<file path="src/rtl/spim_pkg.sv">
package spim_pkg;

    localparam int DATA_W  = 32;
    localparam int NUM_CS  = 4;
    localparam int LEN_W   = 5;

    localparam logic [1:0] ADDR_CTRL = 2'd0;
    localparam logic [1:0] ADDR_STAT = 2'd1;
    localparam logic [1:0] ADDR_TXD  = 2'd2;
    localparam logic [1:0] ADDR_RXD  = 2'd3;

    typedef struct packed {
        logic              rx_on;
        logic              tx_on;
        logic [NUM_CS-1:0] cs_pol;
        logic [1:0]        cs_sel;
        logic [1:0]        idle_code;
        logic              late_phase;
        logic [LEN_W-1:0]  words_m1;
        logic [LEN_W-1:0]  bits_m1;
    } spim_cfg_t;

    typedef enum logic [1:0] {
        ENG_IDLE  = 2'd0,
        ENG_RUN   = 2'd1,
        ENG_TRAIL = 2'd2
    } eng_state_e;

    function automatic spim_cfg_t cfg_unpack(input logic [DATA_W-1:0] w);
        spim_cfg_t c;
        c.bits_m1    = w[4:0];
        c.words_m1   = w[9:5];
        c.late_phase = w[10];
        c.idle_code  = w[12:11];
        c.cs_sel     = w[14:13];
        c.cs_pol     = w[18:15];
        c.tx_on      = w[19];
        c.rx_on      = w[20];
        return c;
    endfunction

    function automatic logic [DATA_W-1:0] cfg_pack(input spim_cfg_t c);
        logic [DATA_W-1:0] w;
        w        = '0;
        w[4:0]   = c.bits_m1;
        w[9:5]   = c.words_m1;
        w[10]    = c.late_phase;
        w[12:11] = c.idle_code;
        w[14:13] = c.cs_sel;
        w[18:15] = c.cs_pol;
        w[19]    = c.tx_on;
        w[20]    = c.rx_on;
        return w;
    endfunction

    function automatic logic [DATA_W-1:0] len_mask(input logic [LEN_W-1:0] m1);
        return {DATA_W{1'b1}} >> (5'd31 - m1);
    endfunction

endpackage

</file>
<file path="src/rtl/spim_fifo.sv">
module spim_fifo #(
    parameter int WIDTH = 32,
    parameter int DEPTH = 32
) (
    input  logic             clk,
    input  logic             rst,
    input  logic             flush,
    input  logic             push,
    input  logic [WIDTH-1:0] din,
    input  logic             pop,
    output logic [WIDTH-1:0] dout,
    output logic             full,
    output logic             empty
);
    localparam int AW = (DEPTH > 1) ? $clog2(DEPTH) : 1;
    localparam int CW = $clog2(DEPTH + 1);

    logic [WIDTH-1:0] mem [DEPTH];
    logic [AW-1:0]    wp, rp;
    logic [CW-1:0]    cnt;
    logic             do_push, do_pop;

    assign full    = (cnt == CW'(DEPTH));
    assign empty   = (cnt == '0);
    assign do_push = push && !full;
    assign do_pop  = pop && !empty;
    assign dout    = mem[rp];

    always_ff @(posedge clk) begin
        if (do_push && !flush) mem[wp] <= din;
    end

    always_ff @(posedge clk) begin
        if (rst || flush) begin
            wp  <= '0;
            rp  <= '0;
            cnt <= '0;
        end else begin
            if (do_push) wp <= (wp == AW'(DEPTH - 1)) ? '0 : wp + 1'b1;
            if (do_pop)  rp <= (rp == AW'(DEPTH - 1)) ? '0 : rp + 1'b1;
            cnt <= cnt + CW'(do_push) - CW'(do_pop);
        end
    end

    assert_count_bound_R10: assert property (@(posedge clk) disable iff (rst)
        cnt <= CW'(DEPTH));

    assert_full_hold_R10: assert property (@(posedge clk) disable iff (rst)
        (full && !pop && !flush) |=> full);

endmodule

</file>
<file path="src/rtl/spim_engine.sv">
module spim_engine
    import spim_pkg::*;
#(
    parameter int HALF_DIV = 2
) (
    input  logic              clk,
    input  logic              rst,
    input  logic              go,
    input  spim_cfg_t         cfg,
    input  logic [DATA_W-1:0] tx_word,
    input  logic              tx_empty,
    output logic              tx_pop,
    output logic              rx_push,
    output logic [DATA_W-1:0] rx_word,
    output logic              done,
    output logic              busy,
    output logic              sclk,
    output logic              mosi,
    input  logic              miso
);
    localparam int HW = (HALF_DIV > 1) ? $clog2(HALF_DIV) : 1;

    eng_state_e        state;
    logic [HW-1:0]     hcnt;
    logic              sclk_q, lead_next;
    logic [LEN_W-1:0]  bcnt, wcnt;
    logic [DATA_W-1:0] tx_sh, rx_sh, rx_next, load_val;
    logic              edge_ev, is_lead, is_trail, last_bit, last_word;
    logic              sample_now, shift_now, load_word, word_end;

    always_comb begin
        edge_ev    = (state == ENG_RUN) && (hcnt == HW'(HALF_DIV - 1));
        is_lead    = edge_ev && lead_next;
        is_trail   = edge_ev && !lead_next;
        last_bit   = (bcnt == cfg.bits_m1);
        last_word  = (wcnt == cfg.words_m1);
        word_end   = is_trail && last_bit;
        rx_next    = {rx_sh[DATA_W-2:0], miso};
        sample_now = cfg.late_phase ? is_trail : is_lead;
        if (cfg.late_phase) begin
            shift_now = is_lead && (bcnt != '0);
            load_word = (state == ENG_IDLE && go) ||
                        (is_lead && bcnt == '0 && wcnt != '0);
        end else begin
            shift_now = is_trail && !last_bit;
            load_word = (state == ENG_IDLE && go) || (word_end && !last_word);
        end
        load_val = (cfg.tx_on && !tx_empty) ? tx_word : '0;
    end

    assign tx_pop  = load_word && cfg.tx_on;
    assign rx_push = word_end && cfg.rx_on;
    assign rx_word = (cfg.late_phase ? rx_next : rx_sh) & len_mask(cfg.bits_m1);
    assign done    = word_end && last_word;
    assign busy    = (state != ENG_IDLE);
    assign sclk    = sclk_q;
    assign mosi    = tx_sh[cfg.bits_m1];

    always_ff @(posedge clk) begin
        if (rst) begin
            state     <= ENG_IDLE;
            hcnt      <= '0;
            sclk_q    <= 1'b0;
            lead_next <= 1'b1;
            bcnt      <= '0;
            wcnt      <= '0;
            rx_sh     <= '0;
        end else begin
            case (state)
                ENG_IDLE: begin
                    sclk_q <= cfg.idle_code[0];
                    if (go) begin
                        state     <= ENG_RUN;
                        hcnt      <= '0;
                        lead_next <= 1'b1;
                        bcnt      <= '0;
                        wcnt      <= '0;
                        rx_sh     <= '0;
                    end
                end
                ENG_RUN: begin
                    hcnt <= edge_ev ? '0 : hcnt + 1'b1;
                    if (edge_ev) begin
                        sclk_q    <= ~sclk_q;
                        lead_next <= ~lead_next;
                    end
                    if (sample_now) rx_sh <= rx_next;
                    if (word_end) begin
                        bcnt  <= '0;
                        wcnt  <= wcnt + 1'b1;
                        rx_sh <= '0;
                        if (last_word) state <= ENG_TRAIL;
                    end else if (is_trail) begin
                        bcnt <= bcnt + 1'b1;
                    end
                end
                ENG_TRAIL: begin
                    hcnt <= hcnt + 1'b1;
                    if (hcnt == HW'(HALF_DIV - 1)) begin
                        state <= ENG_IDLE;
                        hcnt  <= '0;
                    end
                end
                default: state <= ENG_IDLE;
            endcase
        end
    end

    always_ff @(posedge clk) begin
        if (rst)            tx_sh <= '0;
        else if (load_word) tx_sh <= load_val;
        else if (shift_now) tx_sh <= tx_sh << 1;
    end

    assert_bit_in_range_R1: assert property (@(posedge clk) disable iff (rst)
        (state == ENG_RUN) |-> (bcnt <= cfg.bits_m1));

    assert_clock_rests_R5: assert property (@(posedge clk) disable iff (rst)
        (state == ENG_TRAIL) |-> (sclk_q == cfg.idle_code[0]));

    assert_no_edge_outside_R2: assert property (@(posedge clk) disable iff (rst)
        ($past(state) != ENG_RUN && state != ENG_RUN && $past(state) != ENG_IDLE)
            |-> $stable(sclk_q));

endmodule

</file>
<file path="src/rtl/spim_burst.sv">
module spim_burst
    import spim_pkg::*;
#(
    parameter int HALF_DIV   = 2,
    parameter int FIFO_DEPTH = 32
) (
    input  logic        clk,
    input  logic        rst,
    input  logic        bus_wr,
    input  logic        bus_rd,
    input  logic [1:0]  bus_addr,
    input  logic [31:0] bus_wdata,
    output logic [31:0] bus_rdata,
    output logic        spi_sclk,
    output logic        spi_mosi,
    input  logic        spi_miso,
    output logic [3:0]  spi_cs
);
    spim_cfg_t         cfg;
    logic              wr_ctrl, wr_stat, wr_txd, rd_rxd;
    logic              go, busy, done, tx_pop, rx_push;
    logic              flush_tx, flush_rx, ack_ready;
    logic              ready, tx_ovf, tx_unf, rx_ovf, rx_unf;
    logic              tx_full, tx_empty, rx_full, rx_empty;
    logic [DATA_W-1:0] tx_dout, rx_dout, rx_word;

    assign wr_ctrl   = bus_wr && (bus_addr == ADDR_CTRL);
    assign wr_stat   = bus_wr && (bus_addr == ADDR_STAT);
    assign wr_txd    = bus_wr && (bus_addr == ADDR_TXD);
    assign rd_rxd    = bus_rd && (bus_addr == ADDR_RXD);
    assign go        = wr_ctrl && bus_wdata[31] && !busy;
    assign flush_tx  = wr_stat && bus_wdata[10];
    assign flush_rx  = wr_stat && bus_wdata[11];
    assign ack_ready = wr_stat && bus_wdata[1];

    always_ff @(posedge clk) begin
        if (rst)          cfg <= '0;
        else if (wr_ctrl) cfg <= cfg_unpack(bus_wdata);
    end

    always_ff @(posedge clk) begin
        if (rst) begin
            ready  <= 1'b0;
            tx_ovf <= 1'b0;
            tx_unf <= 1'b0;
            rx_ovf <= 1'b0;
            rx_unf <= 1'b0;
        end else begin
            if (done)           ready <= 1'b1;
            else if (ack_ready) ready <= 1'b0;
            if (flush_tx) begin
                tx_ovf <= 1'b0;
                tx_unf <= 1'b0;
            end else begin
                if (wr_txd && tx_full)  tx_ovf <= 1'b1;
                if (tx_pop && tx_empty) tx_unf <= 1'b1;
            end
            if (flush_rx) begin
                rx_ovf <= 1'b0;
                rx_unf <= 1'b0;
            end else begin
                if (rx_push && rx_full) rx_ovf <= 1'b1;
                if (rd_rxd && rx_empty) rx_unf <= 1'b1;
            end
        end
    end

    spim_fifo #(.WIDTH(DATA_W), .DEPTH(FIFO_DEPTH)) u_txq (
        .clk(clk), .rst(rst), .flush(flush_tx),
        .push(wr_txd), .din(bus_wdata),
        .pop(tx_pop), .dout(tx_dout),
        .full(tx_full), .empty(tx_empty)
    );

    spim_fifo #(.WIDTH(DATA_W), .DEPTH(FIFO_DEPTH)) u_rxq (
        .clk(clk), .rst(rst), .flush(flush_rx),
        .push(rx_push), .din(rx_word),
        .pop(rd_rxd), .dout(rx_dout),
        .full(rx_full), .empty(rx_empty)
    );

    spim_engine #(.HALF_DIV(HALF_DIV)) u_eng (
        .clk(clk), .rst(rst), .go(go), .cfg(cfg),
        .tx_word(tx_dout), .tx_empty(tx_empty), .tx_pop(tx_pop),
        .rx_push(rx_push), .rx_word(rx_word),
        .done(done), .busy(busy),
        .sclk(spi_sclk), .mosi(spi_mosi), .miso(spi_miso)
    );

    for (genvar i = 0; i < NUM_CS; i++) begin : g_cs
        assign spi_cs[i] = (busy && cfg.cs_sel == 2'(i)) ? cfg.cs_pol[i] : ~cfg.cs_pol[i];
    end

    always_comb begin
        bus_rdata = '0;
        case (bus_addr)
            ADDR_CTRL: bus_rdata = cfg_pack(cfg);
            ADDR_STAT: bus_rdata = {22'd0, rx_unf, rx_ovf, tx_unf, tx_ovf,
                                    rx_empty, rx_full, tx_empty, tx_full, ready, busy};
            ADDR_RXD:  bus_rdata = rx_empty ? '0 : rx_dout;
            default:   bus_rdata = '0;
        endcase
    end

    assert_ready_hold_R8: assert property (@(posedge clk) disable iff (rst)
        ($past(ready) && !$past(ack_ready)) |-> ready);

    assert_ready_on_done_R8: assert property (@(posedge clk) disable iff (rst)
        done |=> (ready && busy));

    assert_one_select_R6: assert property (@(posedge clk) disable iff (rst)
        $onehot0(spi_cs ^ ~cfg.cs_pol));

    assert_txovf_sticky_R10: assert property (@(posedge clk) disable iff (rst)
        ($past(tx_ovf) && !$past(flush_tx)) |-> tx_ovf);

    assert_rxunf_sticky_R11: assert property (@(posedge clk) disable iff (rst)
        ($past(rx_unf) && !$past(flush_rx)) |-> rx_unf);

endmodule

</file>
<file path="config.mk">
export PLATFORM = sky130hd
export DESIGN_NAME = spim_burst
export DESIGN_NICKNAME = d
export VERILOG_FILES = /design/src/rtl/spim_pkg.sv /design/src/rtl/spim_fifo.sv /design/src/rtl/spim_engine.sv /design/src/rtl/spim_burst.sv
export SDC_FILE = /design/constraint.sdc
export NUM_CORES = 2
export LEC_CHECK = 0
export BUFFER_PORTS_ARGS = -buffer_cell sky130_fd_sc_hd__buf_2
export CAP_MARGIN = 20
export CORE_ASPECT_RATIO = 1.1
export CORE_UTILIZATION = 45
export DETAILED_ROUTE_END_ITERATION = 6
export SLEW_MARGIN = 30
export SYNTH_ARGS = -nofsm -noshare
export SYNTH_HDL_FRONTEND = slang
export SYNTH_SLANG_ARGS = --single-unit
</file>
<file path="constraint.sdc">
create_clock -name clk -period 5.2 [get_ports clk]
set_input_delay 1.04 -clock clk [delete_from_list [all_inputs] [get_ports clk]]
set_output_delay 1.04 -clock clk [all_outputs]
set_load 0.01 [all_outputs]
</file>
Word-level counts from Yosys, hierarchy flattened. Memories as Yosys holds them, arrays and structs flattened. A register that Yosys moved wholly into a read port is not among the register bits. Index checks and enable logic that the tools add are counted.

Flip-flop bits (word level): 137. Bits in latches: 0. RAM bits: 2048. Bits in read-only memories: 0. Bits of input ports: 39. Output and inout port bits: 38. Memories kept: 2.

Memories: u_rxq.mem (words 32, bits a word 32, read ports 1, clocked after memory_dff 1, write ports 1, line spim_fifo.sv:18) `logic [WIDTH-1:0] mem [DEPTH];`; u_txq.mem (words 32, bits a word 32, read ports 1, clocked after memory_dff 1, write ports 1, line spim_fifo.sv:18).

Add/subtract/negate cells: 12. Multiply operators: 0. Div/mod/pow operators: 0. $lt $le $gt $ge: 1. Eq/ne operators: 23. Shift-type cells: 1. Multiplexer cells: 53. Bitwise operators: 7. Reductions and logical operators: 73.

Operator list (number): two-way mux 32 bit (8); case mux 32 bit (3 select lines) (1); case mux 32 bit (2 select lines) (1); two-way mux 5 bit (12); logical AND 1 bit (37); bitwise AND 32 bit (1); >> shifter 32 x 5 -> 32 bit (first input constant) (1); adder 5 x 1 -> 5 bit (second input constant) (6); == test 5 bit (second input constant) (4); two-way mux 1 bit (20); case mux 5 bit (2 select lines) (2); adder 6 x 1 -> 6 bit (2); == test 6 bit (second input constant) (2); logical NOT 6 bit (2); AND reduction 3 bit (4); subtractor 6 x 1 -> 6 bit (2); == test 2 bit (second input constant) (5); == test 5 bit (2); logical NOT 1 bit (10); inequality test 2 x 1 -> 1 bit (second input constant) (5); nonzero test 5 bit (2); two-way mux 2 bit (4); nonzero test 2 bit (4); == test 2 x 1 -> 1 bit (second input constant) (3); other kinds (16) (30).

Logic depth before layout (Yosys ltp).
Word-level depth: 11. Depth in mapped cells: 18. Depth with buffers taken out: 17.

Hierarchy. A second synthesis with hierarchy kept.

Cell total of the unflattened synthesis: 4729. Area, all modules: 87012.2 um2.

By module, submodules not included: spim_fifo at u_txq (instances 1, cells each 2050, area each 40383.7 um2); spim_fifo at u_rxq (instances 1, cells each 2048, area each 40373.7 um2); spim_engine (instances 1, cells each 444, area each 4564.4 um2); spim_burst (instances 1, cells each 187, area each 1690.4 um2).

Worst setup path after synthesis. No wires, ideal clock.

Kind: input-to-reg. Start point: input port bus_addr[0]. End point: memory u_txq.mem[28][0] (enable). Arrival time: 3.299 ns. Data required time: 4.779 ns. Slack: 1.479 ns. Stages: 4. Path through: nor4bb_1 -> clkbuf_1 -> nand2_1 -> nor2_1.

RTL lines: start, declared (line spim_burst.sv:11) `input logic [1:0] bus_addr,`; == test 2 bit (line spim_burst.sv:29) `assign wr_txd = bus_wr && (bus_addr == ADDR_TXD);`; logical AND 1 bit (line spim_burst.sv:29); logical AND 1 bit (line spim_fifo.sv:25) `assign do_push = push && !full;`; via u_txq.do_push (line spim_fifo.sv:21) `logic do_push, do_pop;`; logical AND 1 bit (line spim_fifo.sv:30) `if (do_push && !flush) mem[wp] <= din;`; two-way mux 1 bit (line spim_fifo.sv:30); two-way mux 1 bit (implied by the code) (line spim_fifo.sv:30); end, declared (line spim_fifo.sv:18).

The timed path passes the listed nets, and every way through them passes these cells.

==> reports/metrics.cfg <==
[placed_design]
port_buffers=76
gp_congestion=0.800
dpl.hpwl_mm=127

[synthesis]
synth_cell_types=56
synth_edf_count=2048
avgSynthCellArea_um2=20.1
ys_seq_area_share_pct=75.6
synth-seq-cells=2195
yosysTopAreaCell=edfxtp_1
synth_area_mm2=0.0853
netlist_instances=4239
yosys_warnings=0
synthTopCellsByArea=edfxtp_1 (72%), mux4_2 (13%), dfxtp_1 (3.5%), mux2i_1 (2.7%), o22ai_1 (1.1%)
synth_top_area_share_pct=72.1
synth_flop_cell=edfxtp_1
synthArstFlopShare_pct=0
synth_fp_nets=4320

[floorplanning]
pin_count=77
rows=167
start_util_pct=45.3
core_area_mm2=0.188
die_area_mm2=0.191
die_x_um=417
die_h_um=459

[worst_setup_path]
rrSetupSlack_ns=1.19
cp-end-kind=output port
cp-start-kind=flip-flop
arrival_ns=3.83
r2r_end=u_rxq.mem[11][27]$_DFFE_PP_
path_cells=buf_4, mux4_2, o22ai_1, a211oi_1, nand3_1, o21ai_0, buf_2
slowest_stage=dfxtp_4
critPathBufInv=2
path_delay_family=flip-flops
reg2regPathDepth=11
path_class=flip-flop to output port
r2r_start=u_eng.state[1]$_SDFFE_PP0P_
path_max_fanout=31
worstPathRequired_ns=4.16
crit_path_max_incr_delay_ns=0.75

[clock_network]
clkLatencyLatePin_ns=0.85
cts_buffers=217
cts_tree=built
clockRootBuffer=clkbuf_16
clock_path_buffers=3
post_cts_resized=0
htreeDepth=4
hold_buffers=0
post-cts-setup-buffers=0
cts.sink_count=2195
clk_pin_slew_ns=0.06

[sta]
slew_viol_final=0
whs_ns=0.474
fin_tns_setup_ns=0
fmax_mhz=205
fin_crit_sh_pct=93.6
rsz0062_at_grt=no
slew_headroom_pct=36.3
hold_viol_final=0
setup_violations=0
clock_skew_ns=0.0292
fin_crit_ns=4.87
tightest_slew_ns=0.944

[pwr]
leakagePower_nw=29.0
intPower_w=0.0288
swShare_pct=20.8
powerDensity_mw_per_mm2=372
switchingPower_w=0.00757
pwr-share-seq_pct=52.9
vdd_drop_max_mv=0.350
clock_power_share_pct=43.1
pwr-share-comb_pct=4.0

[min_path]
min-delay-start=u_eng.rx_sh[31]$_SDFFE_PP0P_
hold_path.class=flip-flop to flip-flop
whs_path_depth=2
holdPathEnd=u_eng.rx_sh[31]$_SDFFE_PP0P_

[flow_run]
drv_cap=0

[global_routing]
grt-ovfl-total=0
grt_pass1_wl_mm=313
grt_max_degree=75
grtUsageTotal_pct=22.8
antenna_found_initial=19
grt_pass1_vias=43300

[detailed_routing]
drtIter0Drc=4302
drt_pass1_iterations=7
num_vias=42800
routed_wl_mm=218
drtAntennaViolNets=0
drcViolationCount=1
wire_per_inst_um=30.3
viasPerCell=5.94

[layout]
mostFrequentLayoutCell=edfxtp_1
final_cell_mix=edfxtp_1 (2,048), mux4_2 (478), mux2i_1 (229)
fin_nets=4558
drive_above_1_share_pct=26.4
area_growth_pct=14.7
fillerInstances=14800

[run_status]
violations=design-rule violations
status=finished with violations

worst max path at each step:
stage	from	end	cells past startpoint
finish	flip-flop	bus_rdata[4]	7
global route	flip-flop	bus_rdata[28]	7
CTS	flip-flop	bus_rdata[30]	7
detailed placement	bus_addr[0]	bus_rdata[5]	6
global placement	bus_addr[0]	u_rxq.cnt[4]$_SDFF_PP0_	16
floorplan	bus_addr[0]	u_txq.mem[28][0]$_DFFE_PP_	4
kinds of logic (layout without fill, tap and decap cells):
logic type	count (synthesis)	in the layout	synth area share, %
buf+inv	284	712	1.36
compound gates	463	463	3.62
other cells	0	3	0
flops	2195	2195	75.6
xor+xnor	28	28	0.288
fa+ha+maj	42	42	0.634
mux	720	720	15.5
simple gates	507	507	3.01
flip-flops by register name, indices dropped and copies added (netlist names), 2 cells and up, named ones only:
register and flops:
u_rxq.wp 5, u_rxq.rp 5, u_eng.wcnt 5, u_rxq.cnt 6, u_txq.cnt 6, u_eng.rx_sh 32, u_txq.rp 5, u_rxq.mem 1024
u_eng.bcnt 5, u_eng.state 2, u_eng.tx_sh 32, u_txq.wp 5, u_txq.mem 1024, cfg 21
metal layers:
| layer | track usage (%) | part of all wire (%) | vias to the layer above |
|---|---|---|---|
| met5 | 0 | 0.076 | - |
| met4 | 5.96 | 2.2 | 26 |
| met3 | 3.72 | 6.3 | 293 |
| met2 | 38.7 | 51 | 1446 |
| met1 | 30.7 | 41 | 22900 |
| li1 | - | - | 18100 |
area by class of cell:
class,count,area (um2),area share [%]
clock inverter,124,1170,1.19
sequential,2195,64500,65.9
inverter,38,143,0.146
tap,2535,3170,3.24
multi-input combinational,1760,20400,20.8
antenna,3,7.51,0.00768
clock buffer,285,5960,6.10
timing repair buffer,265,2530,2.58
power groups by stage:
stage                     sequential (W)  clock (W)  combinational, W
final                             0.0193     0.0157           0.00144
after CTS                         0.0193     0.0159           0.00145
after detailed placement          0.0196          0           0.00144
after global routing              0.0193     0.0166           0.00156
after floorplan                   0.0196          0          0.000891
after global placement            0.0196          0           0.00143
worst min-delay path, stage by stage, from the launching register on:
cell and delay, ns:
dfxtp_1 0.31, nand2b_1 0.06, o21ai_0 0.06
stage by stage:
step	power, W	cells	area, um2	setup WS, ns	util, %
final	0.0364	7205	97800	0.332	51.9
after detailed placement	0.0211	6792	90600	1.02	48.1
after global routing	0.0374	7203	97800	0.0464	51.9
after floorplan	0.0205	4239	85300	1.48	-
after global placement	0.0211	6791	90600	1.07	48.1
after CTS	0.0366	7201	97800	0.205	51.9
synth_stat cells, drive strengths merged (9+ instances only):
cell / number
nand3b: 12
clkbuf: 138
mux2: 13
and3: 16
a21oi: 100
nand3: 88
mux4: 478
xor2: 20
o22ai: 183
a22o: 11
a221oi: 11
a221o: 9
or4: 40
nand2: 99
nand2b: 44
o21ai: 67
nor3: 18
ha: 40
a22oi: 34
inv: 37
a211oi: 18
mux2i: 229
nor2: 143
edfxtp: 2048
dfxtp: 147
buf: 108
No activity file was read; power rests on OpenSTA's default activity.
